### config.mk
export PLATFORM = sky130hd
export DESIGN_NAME = pirq_reg
export DESIGN_NICKNAME = d
export VERILOG_FILES = /design/src/rtl/pirq_pkg.sv /design/src/rtl/pirq_store.sv /design/src/rtl/pirq_encoder.sv /design/src/rtl/pirq_readmux.sv /design/src/rtl/pirq_reg.sv
export SDC_FILE = /design/constraint.sdc
export NUM_CORES = 1
export LEC_CHECK = 0
export BUFFER_PORTS_ARGS = -buffer_cell sky130_fd_sc_hd__buf_2
export CORE_MARGIN = 1
export CORE_UTILIZATION = 35
export DETAILED_ROUTE_END_ITERATION = 16
export GPL_TIMING_DRIVEN = 1
export HOLD_SLACK_MARGIN = 0.03
export PLACE_DENSITY = 0.69
export SYNTH_ARGS = -nofsm -noshare
export SYNTH_HDL_FRONTEND = slang
export SYNTH_SLANG_ARGS = --single-unit
### constraint.sdc
create_clock -name clk -period 1.5 [get_ports clk]
set_input_delay 0.075 -clock clk [delete_from_list [all_inputs] [get_ports clk]]
set_output_delay 0.075 -clock clk [all_outputs]
set_load 0.02 [all_outputs]
### src/rtl/pirq_pkg.sv
package pirq_pkg;
    localparam int DATA_W   = 16;
    localparam int REQ_BITS = 7;
    localparam int REQ_LSB  = 9;
    localparam int LVL_W    = 3;
    localparam int HI_LSB   = 5;
    localparam int LO_LSB   = 1;
    localparam int BYTE_W   = 8;

    typedef logic [REQ_BITS-1:0] req_t;
    typedef logic [LVL_W-1:0]    lvl_t;

    typedef enum logic [1:0] {
        WR_NONE = 2'd0,
        WR_WORD = 2'd1,
        WR_HIGH = 2'd2,
        WR_LOW  = 2'd3
    } wr_kind_e;
endpackage

### src/rtl/pirq_store.sv
module pirq_store
    import pirq_pkg::*;
(
    input  logic              clk,
    input  logic              rst_n,
    input  wr_kind_e          kind,
    input  logic [DATA_W-1:0] wr_data,
    output req_t              req_q
);
    localparam int HB_LSB = REQ_LSB - BYTE_W;

    always_ff @(posedge clk) begin
        if (!rst_n) begin
            req_q <= '0;
        end else begin
            unique case (kind)
                WR_WORD: req_q <= wr_data[REQ_LSB +: REQ_BITS];
                WR_HIGH: req_q <= wr_data[HB_LSB +: REQ_BITS];
                WR_LOW:  req_q <= req_q;
                WR_NONE: req_q <= req_q;
                default: req_q <= req_q;
            endcase
        end
    end
endmodule

### src/rtl/pirq_encoder.sv
module pirq_encoder
    import pirq_pkg::*;
(
    input  req_t req,
    output lvl_t lvl
);
    lvl_t stage [REQ_BITS+1];

    assign stage[0] = '0;

    generate
        for (genvar k = 0; k < REQ_BITS; k++) begin : g_prio
            assign stage[k+1] = req[k] ? lvl_t'(k + 1) : stage[k];
        end
    endgenerate

    assign lvl = stage[REQ_BITS];
endmodule

### src/rtl/pirq_readmux.sv
module pirq_readmux
    import pirq_pkg::*;
(
    input  req_t              req,
    input  lvl_t              lvl,
    input  logic              acc_byte,
    input  logic              acc_odd,
    output logic [DATA_W-1:0] rd_data
);
    logic [DATA_W-1:0] word_view;

    always_comb begin
        word_view = '0;
        word_view[REQ_LSB +: REQ_BITS] = req;
        word_view[HI_LSB  +: LVL_W]    = lvl;
        word_view[LO_LSB  +: LVL_W]    = lvl;
    end

    always_comb begin
        if (!acc_byte)
            rd_data = word_view;
        else if (acc_odd)
            rd_data = {{(DATA_W-BYTE_W){1'b0}}, word_view[DATA_W-1 -: BYTE_W]};
        else
            rd_data = {{(DATA_W-BYTE_W){1'b0}}, word_view[BYTE_W-1:0]};
    end
endmodule

### src/rtl/pirq_reg.sv
module pirq_reg
    import pirq_pkg::*;
(
    input  logic              clk,
    input  logic              rst_n,
    input  logic              acc_byte,
    input  logic              acc_odd,
    input  logic              wr_en,
    input  logic [DATA_W-1:0] wr_data,
    output logic [DATA_W-1:0] rd_data,
    output logic [LVL_W-1:0]  level_o
);
    wr_kind_e kind;
    req_t     req_q;
    lvl_t     lvl;

    always_comb begin
        if (!wr_en)        kind = WR_NONE;
        else if (!acc_byte) kind = WR_WORD;
        else if (acc_odd)  kind = WR_HIGH;
        else               kind = WR_LOW;
    end

    pirq_store u_store (
        .clk     (clk),
        .rst_n   (rst_n),
        .kind    (kind),
        .wr_data (wr_data),
        .req_q   (req_q)
    );

    pirq_encoder u_enc (
        .req (req_q),
        .lvl (lvl)
    );

    pirq_readmux u_mux (
        .req      (req_q),
        .lvl      (lvl),
        .acc_byte (acc_byte),
        .acc_odd  (acc_odd),
        .rd_data  (rd_data)
    );

    assign level_o = lvl;
endmodule

Word-level counts from Yosys, hierarchy flattened
Index checks and enable logic that the tools add are counted.
{"block": "word_totals", "regBits": 7, "out_inout_bits": 19, "mem_bits_rw": 0, "latchBits": 0, "wordCells": 19, "inputBits": 21, "mem_count": 0, "rom_bits": 0}
{"block": "op_classes", "addsub": 0, "shift": 0, "multipliers": 0, "n_div": 0, "n_eq_ne": 3, "reduce_logical": 2, "n_bitwise": 0, "mux": 13, "magnitude_cmp": 0}
{"cell": "$mux 3", "n": 6}
{"cell": "$mux 16", "n": 1}
{"cell": "$pmux 7 s2", "n": 1}
{"cell": "$mux 8", "n": 1}
{"cell": "$eq 2x2->1 const B", "n": 2}
{"cell": "$mux 2", "n": 2}
{"cell": "$eq 2x1->1 const B", "n": 1}
{"cell": "$logic_not 2->1", "n": 1}
{"cell": "$mux 1", "n": 2}
{"cell": "$reduce_or 2->1", "n": 1}

Depth between registers and ports, before layout
{"block": "logic_depth", "word_depth": 9, "mapped_depth": 7, "depth_no_buf": 6}

By module
A second synthesis with hierarchy kept.
{"block": "hier_totals", "hier_cells": 62, "area_unflattened_um2": 643.1}
{"mod": "pirq_store", "seq_area_each_um2": 140.1, "area_per_inst_um2": 391.6, "cells_each": 32, "n_inst": 1}
{"mod": "pirq_readmux", "seq_area_each_um2": 0.0, "area_per_inst_um2": 188.9, "cells_each": 18, "n_inst": 1}
{"mod": "pirq_encoder", "seq_area_each_um2": 0.0, "area_per_inst_um2": 45.0, "cells_each": 10, "n_inst": 1}
{"mod": "pirq_reg", "seq_area_each_um2": 0.0, "area_per_inst_um2": 17.5, "cells_each": 2, "n_inst": 1}

Worst setup path after synthesis
No wires, ideal clock.
{"block": "synth_timing", "path_kind": "input to register", "from": "input acc_byte", "to": "register u_store.req_q[0]", "required_ns": 1.385, "path_buffers": 2, "stages": 6, "setup_ns": 0.115, "t_arrival_ns": 1.208, "setup_slack_ns": 0.177, "path_cell_list": "clkbuf_1 > and2_1 > ha_1 > clkbuf_1 > o21ai_0 > and2_1"}
{"block": "synth_via", "elab_chain_len": 4, "word_cells_on_any_way": 8, "classes_between": "3 x eq/ne; 3 x mux; 2 x reduce/logical"}
{"item": "start, declared", "line_no": "pirq_reg.sv:6", "text": "input logic acc_byte,"}
{"item": "$mux 2 *", "line_no": "pirq_reg.sv:19", "text": "else if (!acc_byte) kind = WR_WORD;"}
{"item": "$mux 2 *", "line_no": "pirq_reg.sv:18", "text": "if (!wr_en) kind = WR_NONE;"}
{"item": "$eq 2x2->1, or another cell as far along", "line_no": "pirq_store.sv:16", "text": "unique case (kind)"}
{"item": "$pmux 7 s2 / $reduce_or 2->1 (equally long branches)"}
{"item": "end signal, assigned", "line_no": "pirq_store.sv:17", "text": "WR_WORD: req_q <= wr_data[REQ_LSB +: REQ_BITS];"}
{"item": "end signal, assigned", "line_no": "pirq_store.sv:18", "text": "WR_HIGH: req_q <= wr_data[HB_LSB +: REQ_BITS];"}
{"item": "end signal, assigned", "line_no": "pirq_store.sv:19", "text": "WR_LOW: req_q <= req_q;"}
{"item": "end, declared", "line_no": "pirq_store.sv:8", "text": "output req_t req_q"}
Mark *: on every way between the ends. The rest lies on a longest branch, timed or not.
A chain may end at the register's enable or synchronous reset.

Worst setup path after layout
{"block": "layout_timing", "from": "register u_store.req_q[1]", "to": "output rd_data[1]"}
{"block": "layout_via", "elab_chain_len": 8}
{"item": "$mux 3 * (6 in a row)", "line_no": "pirq_encoder.sv:13", "text": "assign stage[k+1] = req[k] ? lvl_t'(k + 1) : stage[k];"}
{"item": "$mux 8", "line_no": "pirq_readmux.sv:22", "text": "else if (acc_odd)"}
{"item": "$mux 16 *", "line_no": "pirq_readmux.sv:20", "text": "if (!acc_byte)"}
{"item": "end, declared", "line_no": "pirq_reg.sv:10", "text": "output logic [DATA_W-1:0] rd_data,"}
Marks and branches as above.

==> reports/metrics.cfg <==
[synth]
ys_seq_area_share_pct=26.11
synthArstFlopShare_pct=0
synth_edf_count=0
yosysUniqueCellTypes=22
ys_seq_elements=7
syn_inst=73
synth_area_um2=536.8
ys_warn_count=0
ys.flop_type=dfxtp_1
synth.avg_cell_area_um2=7.353

[timing]
fin_crit_ns=1.460
hold_viol=0
skew_ns=0
rsz0062_at_grt=yes
drv_slew=0
setup_viol=0
clock.fmax_ghz=0.6851
period_share_pct=97.30

[die]
die_height_um=41.16
die_area_um2=1694
coreArea_um2=1366
fp-row-count=13
die_w_um=41.16
pin_count=40
start_util_pct=39.29

[routing]
totalWireLength_um=1240
viasPerCell=4.872
drcViolationCount=0
antenna_left=0
wire_per_inst_um=9.920
first_pass_iters=2
first_iter_violations=5
vias=609

[worst_setup_path]
crit_fanout=5
criticalPathCategory=reg -> out
worst_setup_path_end_kind=output pin
worstPathRequired_ns=1.42
arrival_ns=1.38
cp-start-kind=register

[global_routing]
grt_start_max_net_pins=15
gr-total-overflow=0
antenna_found_initial=0
grt_pass1_wl_um=1876
grt_pass1_vias=452
grt_usage_pct=16.96

[clock_tree]
clock_latency_ns=0.24
cts_made_buffers=3
cts_hold_buffers=0
cts_tree=done
cts_htree_levels=1
cts_buffer_depth=2
cts_sinks=7
clk_pin_slew_ns=0.05
clockRootBuffer=clkbuf_4
postCtsSetupRepairBufs=0

[place]
hpwl_um=951.2
dpl.cell_count=121
port_buffers=35
place.gp.congestion=0.7244

[power_and_ir_drop]
p_total_w=0.0007004
comb_power_share_pct=43.7
switching_share_pct=37.73
power_density_nw_per_um2=916.1
p_clk_share_pct=24.1
vdd_drop_max_mv=0.5296
p_sw_w=0.0002643
leakagePower_nw=0.3924
internal-power_w=0.0004361
seqPwrFrac_pct=32.2

[finish]
regArea_um2=143.9
final_common_cell=buf_2
drive_above_1_share_pct=42.73
multiInputGateArea_um2=376.6
instances_no_fill=125
final_cell_mix=buf_2, nand2_1, nor2_1, and2_1
diodes=0
largest_register_ffs=7
nNetsFinal=133
reg_top3=u_store.req_q: 7 flops
fill_cells=140
syn2layout_area_growth_pct=42.42
regMostFlops=u_store.req_q

[run_status]
status=complete, no violations

[flow_run]
max_cap_violations=0

[hold_path]
holdCritPathClass=in -> reg

## worst max-delay path: stages (launching register included)
cell and delay, ns:
dfxtp_2 0.34, nand2b_1 0.14, a221o_1 0.38, a21oi_2 0.14, buf_4 0.15
## layout make-up
| class | count | share of cell area, % |
|---|---|---|
| Tap cell | 15 | 2.455 |
| Multi-Input combinational cell | 61 | 49.26 |
| Inverter | 1 | 0.4910 |
| Timing Repair Buffer | 37 | 25.53 |
| Sequential cell | 7 | 18.82 |
| Clock buffer | 4 | 3.437 |
## path summary, 6_finish.rpt
| path | from | endpoint | slack (ns) | cells after the start |
|---|---|---|---|---|
| hold reg to reg | u_store.req_q[0] | u_store.req_q[0] | 0.60 | 3 |
| setup reg to reg | u_store.req_q[3] | u_store.req_q[3] | 0.74 | 3 |
| hold / removal | rst_n | u_store.req_q[3] | 0.12 | 2 |
| setup / recovery | u_store.req_q[1] | rd_data[1] | 0.04 | 4 |
## routing by layer
layer	vias to the layer above	part of all wire (%)	global-route usage [%]
li1	312	-	-
met1	266	46	21.10
met2	29	47	29.30
met3	2	6.5	1.630
met4	0	0.32	7.258
met5	-	0	0
## Yosys cell counts, drive strengths merged, types with 2 or more instances
cell | number | area, um^2
dfxtp | 7 | 140.1
o21ai | 7 | 35.03
a21oi | 3 | 15.01
and2 | 8 | 50.05
nor2 | 8 | 30.03
mux2i | 7 | 70.07
nor2b | 6 | 37.54
nand2b | 2 | 12.51
clkbuf | 2 | 7.510
nand2 | 10 | 37.54
buf | 3 | 20.01
## through the flow
step / TNS, ns / utilization, % / worst slack [ns] / hold slack (ns) / instance area, um^2
floorplan: 0 / - / 0.1770 / 0.1967 / 540.5
global placement: 0 / 52.84 / 0.2062 / 0.3582 / 721.9
detailed placement: 0 / 52.84 / 0.1880 / 0.3697 / 721.9
CTS: 0 / 54.85 / 0.03641 / 0.1143 / 749.5
global route: -0.01501 / 55.95 / -0.01299 / 0.1199 / 764.5
finish: 0 / 55.95 / 0.04046 / 0.1179 / 764.5
## repair_timing
| action | 4_1_cts | 5_1_grt |
|---|---|---|
| hold endpoints to repair | 0 | 0 |
| resized for setup | 1 | 6 |
| endpoints found under the setup margin | 2 | 3 |
| pin swaps | 0 | 1 |
| gates cloned | 0 | 0 |
## kinds of logic after synthesis
| kind of cell | synth area share (%) |
|---|---|
| AND/OR/NAND/NOR | 32.40 |
| AO/OA/AOI/OAI | 17.48 |
| multiplexers | 15.15 |
| flip-flops | 26.11 |
| buffers and inverters | 5.826 |
| adder cells (fa/ha/maj) | 2.331 |
| other | 0.6986 |
## power by group through the flow
stage                     registers, W  logic [W]  clock network (W)
final                         0.000225   0.000306           0.000169
after global routing          0.000229   0.000343           0.000189
after global placement        0.000227   0.000290                  0
after detailed placement      0.000227   0.000295                  0
after CTS                     0.000224   0.000296           0.000175
after floorplan               0.000221   0.000207                  0
No activity file was read; power rests on OpenSTA's default activity.
